### src/rtl/led_sink_pkg.sv
package led_sink_pkg;
    localparam int unsigned LED_CH_DEFAULT   = 16;
    localparam int unsigned LED_SYNC_DEFAULT = 2;

    typedef struct packed {
        logic uv;
        logic ot;
    } fault_t;

    localparam int unsigned FAULT_W = $bits(fault_t);
endpackage

### src/rtl/led_flag_sync.sv
module led_flag_sync #(
    parameter int unsigned WIDTH  = 2,
    parameter int unsigned STAGES = 2
) (
    input  logic             clk,
    input  logic             rst_n,
    input  logic [WIDTH-1:0] din,
    output logic [WIDTH-1:0] dout
);
    logic [STAGES-1:0][WIDTH-1:0] stage_d, stage_q;

    always_comb begin
        stage_d[0] = din;
        for (int k = 1; k < STAGES; k++) begin
            stage_d[k] = stage_q[k-1];
        end
    end

    always_ff @(posedge clk or negedge rst_n) begin
        if (!rst_n) stage_q <= '0;
        else        stage_q <= stage_d;
    end

    assign dout = stage_q[STAGES-1];
endmodule

### src/rtl/led_shift_latch.sv
module led_shift_latch #(
    parameter int unsigned N = 16
) (
    input  logic         clk,
    input  logic         rst_n,
    input  logic         shift_en,
    input  logic         sdi,
    input  logic         le,
    input  logic         wipe,
    output logic [N-1:0] shift_q,
    output logic [N-1:0] latch_q,
    output logic [N-1:0] view
);
    typedef struct packed {
        logic [N-1:0] sr;
        logic [N-1:0] lt;
    } core_t;

    core_t core_d, core_q;

    always_comb begin
        core_d = core_q;
        if (shift_en) core_d.sr = {core_q.sr[N-2:0], sdi};
        if (le)       core_d.lt = core_d.sr;
        if (wipe)     core_d    = '0;
    end

    always_ff @(posedge clk or negedge rst_n) begin
        if (!rst_n) core_q <= '0;
        else        core_q <= core_d;
    end

    assign shift_q = core_q.sr;
    assign latch_q = core_q.lt;
    assign view    = le ? core_q.sr : core_q.lt;
endmodule

### src/rtl/led_out_gate.sv
module led_out_gate #(
    parameter int unsigned N = 16
) (
    input  logic         enable,
    input  logic [N-1:0] bits_in,
    output logic [N-1:0] chan_on
);
    for (genvar i = 0; i < N; i++) begin : g_ch
        assign chan_on[i] = enable & bits_in[i];
    end
endmodule

### src/rtl/led_sink_ctrl.sv
module led_sink_ctrl
    import led_sink_pkg::*;
#(
    parameter int unsigned NUM_CH      = LED_CH_DEFAULT,
    parameter int unsigned SYNC_STAGES = LED_SYNC_DEFAULT
) (
    input  logic              clk,
    input  logic              rst_n,
    input  logic              shift_en,
    input  logic              sdi,
    input  logic              le,
    input  logic              oe_n,
    input  logic              uv_flag,
    input  logic              ot_flag,
    output logic              sdo,
    output logic [NUM_CH-1:0] chan_on,
    output logic              out_valid
);
    fault_t            flags_raw, flags_s;
    logic              uv_sync, ot_sync;
    logic [NUM_CH-1:0] shift_w, latch_w, view_w;

    assign flags_raw.uv = uv_flag;
    assign flags_raw.ot = ot_flag;

    led_flag_sync #(.WIDTH(FAULT_W), .STAGES(SYNC_STAGES)) u_sync (
        .clk  (clk),
        .rst_n(rst_n),
        .din  (flags_raw),
        .dout (flags_s)
    );

    assign uv_sync = flags_s.uv;
    assign ot_sync = flags_s.ot;

    led_shift_latch #(.N(NUM_CH)) u_core (
        .clk     (clk),
        .rst_n   (rst_n),
        .shift_en(shift_en),
        .sdi     (sdi),
        .le      (le),
        .wipe    (uv_sync),
        .shift_q (shift_w),
        .latch_q (latch_w),
        .view    (view_w)
    );

    assign out_valid = !oe_n && !uv_sync && !ot_sync;
    assign sdo       = shift_w[NUM_CH-1];

    led_out_gate #(.N(NUM_CH)) u_gate (
        .enable (out_valid),
        .bits_in(view_w),
        .chan_on(chan_on)
    );
endmodule

### config.mk
export PLATFORM = sky130hd
export DESIGN_NAME = led_sink_ctrl
export DESIGN_NICKNAME = d
export VERILOG_FILES = /design/src/rtl/led_sink_pkg.sv /design/src/rtl/led_flag_sync.sv /design/src/rtl/led_shift_latch.sv /design/src/rtl/led_out_gate.sv /design/src/rtl/led_sink_ctrl.sv
export SDC_FILE = /design/constraint.sdc
export NUM_CORES = 1
export LEC_CHECK = 0
export BUFFER_PORTS_ARGS = -buffer_cell sky130_fd_sc_hd__buf_2
export CAP_MARGIN = 30
export CORE_ASPECT_RATIO = 2
export CORE_MARGIN = 5
export CORE_UTILIZATION = 58
export CTS_BUF_LIST = sky130_fd_sc_hd__clkbuf_2 sky130_fd_sc_hd__clkbuf_4 sky130_fd_sc_hd__clkbuf_8
export DETAILED_ROUTE_END_ITERATION = 8
export GPL_ROUTABILITY_DRIVEN = 0
export GPL_TIMING_DRIVEN = 0
export PLACE_DENSITY = 0.84
export SETUP_SLACK_MARGIN = 0.05
export SYNTH_ARGS = -nofsm -noshare
export SYNTH_HDL_FRONTEND = slang
export SYNTH_SLANG_ARGS = --single-unit
### constraint.sdc
create_clock -name clk -period 1.9 [get_ports clk]
set_input_delay 0.475 -clock clk [delete_from_list [all_inputs] [get_ports clk]]
set_output_delay 0.475 -clock clk [all_outputs]
set_load 0.05 [all_outputs]
==> results of run 1 <==
[per-stage QoR]
stage | std cells | TNS, ns
floorplan | 147 | -0.0832
global placement | 199 | -2.53
detailed placement | 199 | -2.71
CTS | 211 | -4.52
global route | 210 | -4.72
finish | 210 | -4.09
[worst paths after layout]
kind,slack [ns],startpoint,cells after the start,endpoint
max,-0.27,u_sync.dout[1],5,chan_on[14]
min,0.25,rst_n,1,u_core.latch_q[10]
max reg2reg,0.65,u_sync.dout[1],3,u_core.shift_q[3]
min reg2reg,0.35,u_sync.stage_d[2],0,u_sync.dout[0]
max in group asynchronous,1.15,rst_n,1,u_core.latch_q[3]
min in group clk,0.29,ot_flag,1,u_sync.stage_d[2]
[layout make-up]
class / instances / area, µm² / share of cell area (%)
Buffer: 12 / 104 / 4.68
Multi-Input combinational cell: 97 / 752 / 33.9
Sequential cell: 36 / 901 / 40.6
Tap cell: 29 / 36.3 / 1.64
Timing Repair Buffer: 27 / 315 / 14.2
Inverter: 1 / 16.3 / 0.734
Clock inverter: 2 / 10.0 / 0.451
Clock buffer: 6 / 82.6 / 3.72
[power by group]
| group | leakage [nW] | switching [mW] | total (mW) | internal (mW) |
|---|---|---|---|---|
| clock | 0.0510 | 0.276 | 0.565 | 0.289 |
| sequential | 0.483 | 0.0147 | 0.804 | 0.790 |
| combinational | 0.501 | 0.115 | 0.188 | 0.0737 |
| total | 1.04 | 0.406 | 1.56 | 1.15 |
[layer usage]
metal | wire, µm | vias up | global-route usage, %
li1 | - | 560 | -
met1 | 1490 | 598 | 26.3
met2 | 2000 | 39 | 33.3
met3 | 168 | 9 | 5.10
met4 | 121 | 0 | 11.8
met5 | 0 | - | 0
[logic make-up after synthesis]
logic type,Yosys count
AND/OR/NAND/NOR,49
flip-flops,36
multiplexers,32
AO/OA/AOI/OAI,16
buffers and inverters,14
[worst max-delay path, cell delays in order (launching register included)]
cell and delay (ns):
dfrtp_1 0.42, or3_4 0.42, buf_12 0.15, buf_16 0.14, nor2_4 0.11, buf_8 0.15
[registers in the layout, indices dropped and copies added, names as in the netlist]
signal,flops
u_sync.dout,2
u_core.shift_q,16
u_sync.stage_d,2
u_core.latch_q,16
[cells in the final DEF, fill, tap and decap left out, drive strengths merged]
| cell type | instances |
|---|---|
| a211oi | 16 |
| buf | 37 |
| clkbuf | 7 |
| clkinv | 3 |
| dfrtp | 36 |
| dlygate4sd1 | 1 |
| mux2i | 32 |
| nor2 | 48 |
| or3 | 1 |
[what timing repair did]
item | 4_1_cts | 5_1_grt
gates cloned | 1 | 0
pin swaps | 9 | 5
gates resized for setup | 46 | 6
setup buffers | 3 | 0
setup endpoints to repair | 17 | 17
==> flow_metrics.py, run 1 <==
metrics = {
    "worst_setup_path": {
        "cp.required_ns": 1.42,
        "end_kind": "primary output",
        "start_kind": "flip-flop",
        "critPathArrivalTime_ns": 1.70,
        "setup.worst_path.class": "flip-flop to primary output",
        "crit_fanout": 5,
    },
    "floorplanning": {
        "rows": 27,
        "die_x_um": 47.7,
        "fp.dieH_um": 85.3,
        "pin_count": 26,
        "start_util_pct": 60.1,
        "die-area_um2": 4070,
        "core_um2": 2740,
    },
    "drt": {
        "routed-via-count": 1206,
        "dr.first_iter.drc_count": 24,
        "routedWlPerCell_um": 18.0,
        "drtAntennaViolNets": 0,
        "finalWirelength_um": 3780,
        "drt_first_pass_iters": 4,
        "drc": 0,
        "via_per_inst": 5.74,
    },
    "cts": {
        "cts-root-buf": "clkbuf_8",
        "cts_tree": "yes",
        "hold_buffers": 0,
        "h-tree-depth": 2,
        "cts_sinks": 36,
        "clkSlewWorstSetupHoldPaths_ns": 0.07,
        "cts_buffers": 5,
        "clk_latency_ns": 0.30,
        "max-clock-path-buffers": 2,
    },
    "yosys": {
        "synthAdderAreaFrac_pct": 0,
        "synth_compound_area_share_pct": 7.30,
        "synth_edf_count": 0,
        "synth-xor-area-share_pct": 0,
        "synth_top_area_share_pct": 54.8,
        "seq_area_frac_synth_pct": 54.8,
        "yosys-top-cells-area": "dfrtp_1 55%, mux2i_1 19%, nor2_1 10%",
        "postSynthAreaPerCell_um2": 11.2,
        "yosysTopAreaCell": "dfrtp_1",
        "synth_nets": 155,
        "ys_ff_latch": 36,
        "synth_cells": 147,
        "ys_warn_count": 0,
        "ys_types": 13,
        "synth-simple-area-share_pct": 12.2,
        "synth_commonest_cells": "44 x nor2_1, 36 x dfrtp_1, 32 x mux2i_1, 16 x a211oi_1, 5 x buf_2",
        "synthMuxAreaShare_pct": 19.5,
        "async_flop_share_pct": 100,
        "syn_area_um2": 1650,
        "synth_top_family_by_area": "multiplexers",
        "synthFlopType": "dfrtp_1",
        "yosysMostFrequentCell": "nor2_1",
    },
    "global_route": {
        "grt_max_degree": 37,
        "antenna_found_initial": 0,
        "grt_overflow_total": 0,
        "grt_pass1_vias": 1290,
        "grt_util_all_layers_pct": 21.5,
        "grt_first_pass_wirelength_um": 6150,
    },
    "sta": {
        "max_slew.worst_pin.slew_ns": 0.779,
        "holdWs_ns": 0.253,
        "setup_ws_ns": -0.270,
        "slew_headroom_pct": 48.1,
        "finalCritPeriodShare_pct": 114,
        "fmaxAchievable_ghz": 0.461,
        "finalHoldViolations": 0,
        "finalSetupViolCount": 17,
        "fin_crit_ns": 2.17,
        "fin_worst_skew_ns": 0.0119,
        "slew_viol_final": 0,
        "rsz0062_at_grt": "yes",
    },
    "cells_and_area": {
        "design_area_um2": 2220,
        "fin_nets": 188,
        "nFillCells": 156,
        "drive_above_1_share_pct": 33.7,
        "diodes": 0,
        "syn2layout_area_growth_pct": 34.8,
        "fin_util_pct": 81.0,
    },
    "pwr": {
        "power_density_nw_per_um2": 703,
        "p_leak_nw": 1.04,
        "total_power_mw": 1.56,
        "peakVddDrop_mv": 0.589,
    },
    "hold_path": {
        "hp-class": "input port to async pin",
    },
    "place": {
        "pre_cts_ws_ns": -0.211,
        "port-buffer-count": 23,
        "hpwl_um": 2400,
        "post_dp_cell_area_um2": 1890,
    },
    "status": {
        "violations": "negative setup slack",
        "status": "finished, violations left",
    },
    "flow_run": {
        "cap_violations": 0,
    },
}
Power figures use the tool's default switching activity.
==> run 2, diff against run 1 <==
- CELL_PAD_IN_SITES_DETAIL_PLACEMENT: not set -> 1
- CELL_PAD_IN_SITES_GLOBAL_PLACEMENT: not set -> 1
- CORE_UTILIZATION: 58 -> 46
- PLACE_DENSITY: 0.84 -> 0.85
==> run 2 against run 1 <==
  * The run still ends with negative setup slack left
  * Die area grew 22%
  * Via count up 2.6%
  * Highest routed layer unchanged
  * Largest cell class unchanged
  * Setup slack better by 0.072 ns
  * Non-clock buffer count is the same
==> flow_metrics.py, run 2 (synthesis gave the netlist of run 1 again) <==
metrics = {
    "global_route": {
        "grt_pass1_vias": 1402,
        "grt_max_degree": 37,
        "antenna_found_initial": 0,
        "grt_util_all_layers_pct": 20.6,
        "grt_overflow_total": 0,
        "grt_first_pass_wirelength_um": 7400,
    },
    "place": {
        "port-buffer-count": 23,
        "pre_cts_ws_ns": -0.226,
        "hpwl_um": 2740,
        "dpl.cell_count": 218,
    },
    "drt": {
        "finalWirelength_um": 4330,
        "dr.first_iter.drc_count": 25,
        "drc": 0,
        "top_layer": "met4",
        "wl_met2_um": 2430,
        "met1_length_um": 1640,
        "routedWlPerCell_um": 19.2,
        "drt_first_pass_iters": 5,
        "routed-via-count": 1237,
        "via_per_inst": 5.47,
        "wl_met3_um": 144,
        "drtAntennaViolNets": 0,
    },
    "pwr": {
        "peakVddDrop_mv": 0.408,
        "p_int_mw": 1.10,
        "clkPwrFrac_pct": 32.6,
        "p_leak_nw": 1.02,
        "seqPwrFrac_pct": 54.4,
        "switching_share_pct": 25.5,
        "total_power_mw": 1.48,
        "p_sw_uw": 377,
        "power_density_nw_per_um2": 667,
        "comb_power_share_pct": 13.0,
    },
    "hold_path": {
        "hp-class": "input port to async pin",
    },
    "cells_and_area": {
        "fin_nets": 188,
        "drive_above_1_share_pct": 32.6,
        "layout.cells.non_filler": 226,
        "layout_common_cells": "36 x dfrtp_1, 32 x mux2i_1, 32 x nor2_1",
        "syn2layout_area_growth_pct": 34.6,
        "area.sequential_um2": 901,
        "fin_util_pct": 64.8,
        "final_common_cell": "dfrtp_1",
        "multiInputGateArea_um2": 752,
        "diodes": 0,
        "nFillCells": 346,
    },
    "worst_setup_path": {
        "max_stage_delay_ns": 0.40,
        "crit_buf_inv": 3,
        "cp.required_ns": 1.42,
        "path_cells": "or3_4 > buf_12 > buf_16 > nor2_4 > buf_8",
        "crit_fanout": 5,
        "cp-startpoint": "u_sync.dout[1]",
        "critPathArrivalTime_ns": 1.62,
        "setup.worst_path.class": "flip-flop to primary output",
        "end_kind": "primary output",
        "worstReg2RegStart": "u_sync.dout[1]",
        "start_kind": "flip-flop",
        "cpMaxStageDelayCell": "or3_4",
        "cp_top_family": "simple AND/OR/NAND/NOR gates",
    },
    "sta": {
        "setup_ws_ns": -0.199,
        "slew_headroom_pct": 46.2,
        "rsz0062_at_grt": "yes",
        "fin_crit_ns": 2.10,
        "finalHoldViolations": 0,
        "slew_viol_final": 0,
        "fin_worst_skew_ns": 0.00532,
        "fmaxAchievable_ghz": 0.477,
        "finalSetupViolCount": 17,
        "max_slew.worst_pin.slew_ns": 0.806,
        "finalCritPeriodShare_pct": 110,
    },
    "status": {
        "status": "finished, violations left",
        "violations": "negative setup slack",
    },
    "cts": {
        "cts_tree": "yes",
        "cts_buffers": 5,
        "cts_sinks": 36,
        "cts-root-buf": "clkbuf_8",
        "max-clock-path-buffers": 2,
        "clk_latency_ns": 0.28,
        "h-tree-depth": 2,
        "clkSlewWorstSetupHoldPaths_ns": 0.06,
    },
    "floorplanning": {
        "fp.dieH_um": 94.6,
        "die-area_um2": 4950,
        "die_x_um": 52.3,
        "pin_count": 26,
        "rows": 30,
        "core_um2": 3420,
        "start_util_pct": 48.2,
    },
    "flow_run": {
        "cap_violations": 0,
    },
}
run 2: cell types whose count changed in the layout (fill, tap and decap cells not counted):
cell,previous run,this run
buf_12,3,2
clkinv_2,2,0
clkinv_8,1,0
buf_2,11,10
clkinv_4,0,1
clkbuf_8,6,5
buf_8,5,8
buf_6,13,11
clkbuf_4,0,1
run 2: per-stage QoR:
stage,area (µm²),hold WS [ns],TNS (ns)
4_1_cts,2210,0.294,-4.19
6_report,2210,0.278,-2.87
2_1_floorplan,1740,0.179,-0.0832
3_3_place_gp,1920,0.338,-2.76
3_5_place_dp,1920,0.348,-3.18
5_1_grt,2210,0.295,-3.76
run 2: area by class of cell:
cell class | count | area share [%]
Buffer | 12 | 4.80
Multi-Input combinational cell | 97 | 34.0
Sequential cell | 36 | 40.7
Timing Repair Buffer | 27 | 14.4
Clock buffer | 5 | 3.11
Inverter | 1 | 0.395
Tap cell | 48 | 2.71
run 2: per-layer routing:
layer  up-vias  track usage (%)
li1        561                -
met1       635             24.0
met2        32             36.0
met3         9             3.48
met4         0             8.74
met5         -                0
run 2: path summary, 6_finish.rpt:
check | cells after the start | slack, ns | end
worst max-delay path | 5 | -0.20 | chan_on[12]
worst min-delay path | 1 | 0.28 | u_core.shift_q[11]
worst max register to register | 3 | 0.72 | u_core.shift_q[10]
worst min register to register | 0 | 0.36 | u_sync.dout[0]
max in group asynchronous | 1 | 1.11 | u_core.latch_q[6]
min in group clk | 1 | 0.30 | u_sync.stage_d[3]
run 2: repair_timing:
action,CTS,global route
gates resized for setup,48,5
endpoints found under the setup margin,17,17
hold buffers,0,0
gates cloned,1,0
pin swaps,9,3
setup buffers,3,0
run 2: power by group through the flow:
| stage | clock network, mW | registers [mW] | logic [mW] |
|---|---|---|---|
| final | 0.481 | 0.804 | 0.191 |
| after CTS | 0.490 | 0.803 | 0.193 |
| after global routing | 0.532 | 0.806 | 0.204 |
| after detailed placement | 0 | 0.818 | 0.167 |
| after global placement | 0 | 0.815 | 0.162 |
| after floorplan | 0 | 0.813 | 0.118 |
==> run 3, diff against run 2 <==
- GPL_TIMING_DRIVEN: 0 -> not set
- RECOVER_POWER: not set -> 100
- clock period: 1.9 -> 2 ns (I/O delays scaled with it)
==> run 3 against run 2 <==
  * The flow still finishes with violations (negative setup slack)
  * Via count down 4.3%
  * Utilization down 2.4 points
  * Total power down 4.1%
  * First-iteration DRC count down 24%
  * Sequential cell count unchanged
  * Setup slack better by 0.18 ns
  * Clock power up 2%
  * Clock-buffer cell count up 1
  * Non-clock buffer count down 10
  * Critical path depth down 2
  * Clock skew up 0.0020 ns
  * Design area down 3.7%
==> flow_metrics.py, run 3 (synthesis gave the netlist of run 1 again) <==
metrics = {
    "status": {
        "status": "finished, violations left",
        "violations": "negative setup slack",
    },
    "cts": {
        "clk_latency_ns": 0.28,
        "h-tree-depth": 2,
        "max-clock-path-buffers": 2,
        "clkSlewWorstSetupHoldPaths_ns": 0.06,
        "cts_buffers": 5,
        "cts-root-buf": "clkbuf_8",
        "cts_tree": "yes",
        "cts_sinks": 36,
    },
    "worst_setup_path": {
        "end_kind": "primary output",
        "cp-startpoint": "u_sync.dout[1]",
        "start_kind": "flip-flop",
        "r2r_end": "u_core.latch_q[9]",
        "critPathCapture": "chan_on[4]",
        "reg2reg_slack_ns": 0.96,
        "setup.worst_path.class": "flip-flop to primary output",
        "worstReg2RegStart": "u_sync.dout[1]",
        "worstRegToRegCells": 2,
        "critPathArrivalTime_ns": 1.52,
        "cp.required_ns": 1.50,
        "crit_fanout": 8,
    },
    "cells_and_area": {
        "syn2layout_area_growth_pct": 29.6,
        "fin_nets": 180,
        "design_area_um2": 2130,
        "drive_above_1_share_pct": 31.4,
        "diodes": 0,
        "final_common_cell": "dfrtp_1",
        "layout_common_cells": "36 x dfrtp_1, 32 x mux2i_1, 32 x nor2_1",
    },
    "drt": {
        "dr.first_iter.drc_count": 19,
        "drc": 0,
        "drtAntennaViolNets": 0,
        "routed-via-count": 1184,
        "routedWlPerCell_um": 18.0,
        "via_per_inst": 5.38,
        "drt_first_pass_iters": 2,
        "finalWirelength_um": 3950,
    },
    "global_route": {
        "antenna_found_initial": 0,
        "grt_pass1_vias": 1348,
        "grt_max_degree": 37,
        "grt_util_all_layers_pct": 18.3,
        "grt_first_pass_wirelength_um": 6620,
        "grt_overflow_total": 0,
    },
    "floorplanning": {
        "start_util_pct": 48.2,
        "rows": 30,
        "die-area_um2": 4950,
        "fp.dieH_um": 94.6,
        "core_um2": 3420,
        "die_x_um": 52.3,
        "pin_count": 26,
    },
    "pwr": {
        "power_density_nw_per_um2": 664,
        "p_leak_nw": 0.968,
        "clkPwrFrac_pct": 34.5,
        "seqPwrFrac_pct": 54.0,
        "peakVddDrop_mv": 0.566,
        "p_sw_uw": 357,
        "switching_share_pct": 25.2,
        "comb_power_share_pct": 11.4,
        "p_int_mw": 1.06,
    },
    "sta": {
        "finalCritPeriodShare_pct": 101,
        "fin_worst_skew_ns": 0.00733,
        "max_slew.worst_pin.slew_ns": 1.25,
        "rsz0062_at_grt": "yes",
        "finalHoldViolations": 0,
        "setup_ws_ns": -0.0227,
        "fmaxAchievable_ghz": 0.494,
        "finalSetupViolCount": 7,
        "slew_viol_final": 0,
        "slew_headroom_pct": 17.0,
        "fin_crit_ns": 2.02,
    },
    "place": {
        "hpwl_um": 2360,
        "pre_cts_ws_ns": -0.107,
        "post_dp_cell_area_um2": 1850,
        "port-buffer-count": 25,
    },
    "hold_path": {
        "hp-class": "input port to flip-flop",
    },
    "flow_run": {
        "cap_violations": 0,
    },
}
==> run 3: worst max-delay path: stages (launching register included) <==
cell	delay (ns)
dfrtp_1	0.43
or3_4	0.52
nor2_4	0.14
buf_8	0.15
==> run 3: worst min path at each step <==
| stage | depth (start not counted) | from | endpoint | slack, ns |
|---|---|---|---|---|
| 2_1_floorplan | 0 | rst_n | u_core.latch_q[0] | 0.20 |
| 3_3_place_gp | 0 | u_sync.stage_d[3] | u_sync.dout[1] | 0.33 |
| 3_5_place_dp | 0 | u_sync.stage_d[2] | u_sync.dout[0] | 0.35 |
| 4_1_cts | 2 | rst_n | u_core.latch_q[1] | 0.25 |
| 5_1_grt | 1 | uv_flag | u_sync.stage_d[3] | 0.32 |
| 6_report | 1 | uv_flag | u_sync.stage_d[3] | 0.32 |
==> run 3: power groups by stage <==
stage / clock (mW) / combinational [mW] / sequential [mW]
3_5_place_dp: 0 / 0.147 / 0.776
2_1_floorplan: 0 / 0.109 / 0.772
6_report: 0.489 / 0.162 / 0.765
5_1_grt: 0.530 / 0.175 / 0.767
4_1_cts: 0.505 / 0.162 / 0.765
3_3_place_gp: 0 / 0.140 / 0.774
==> run 3: area by class of cell <==
cell class	instances	area (µm²)
clock buffers	6	76.3
clock inverters	1	5.00
multi-input cells	99	774
repair buffers	29	312
well taps	48	60.1
flip-flops and latches	36	901
inverters	1	3.75
fillers	336	1280
==> run 3: stage by stage <==
step                      setup TNS (ns)  instances  total power, mW  hold WS, ns  util, %
after global placement            -0.931        211            0.914        0.335     54.2
after CTS                         -0.466        220             1.43        0.253     61.8
after detailed placement           -1.23        211            0.923        0.347     54.2
after floorplan                   -0.413        147            0.881        0.204        -
final                             -0.120        220             1.42        0.320     62.4
after global routing              -0.532        220             1.47        0.316     62.4
==> run 3: layer usage <==
layer	global-route usage, %	part of all wire, %
met1	20.8	41
met2	32.5	55
met3	3.48	2.7
met4	7.25	2.0
met5	0	0
==> run 3: repair_timing <==
item,CTS,global route
setup endpoints to repair,17,17
resized for setup,48,6
buffers inserted,0,0
hold buffers,0,0
gates cloned,2,0
pin swaps,14,3
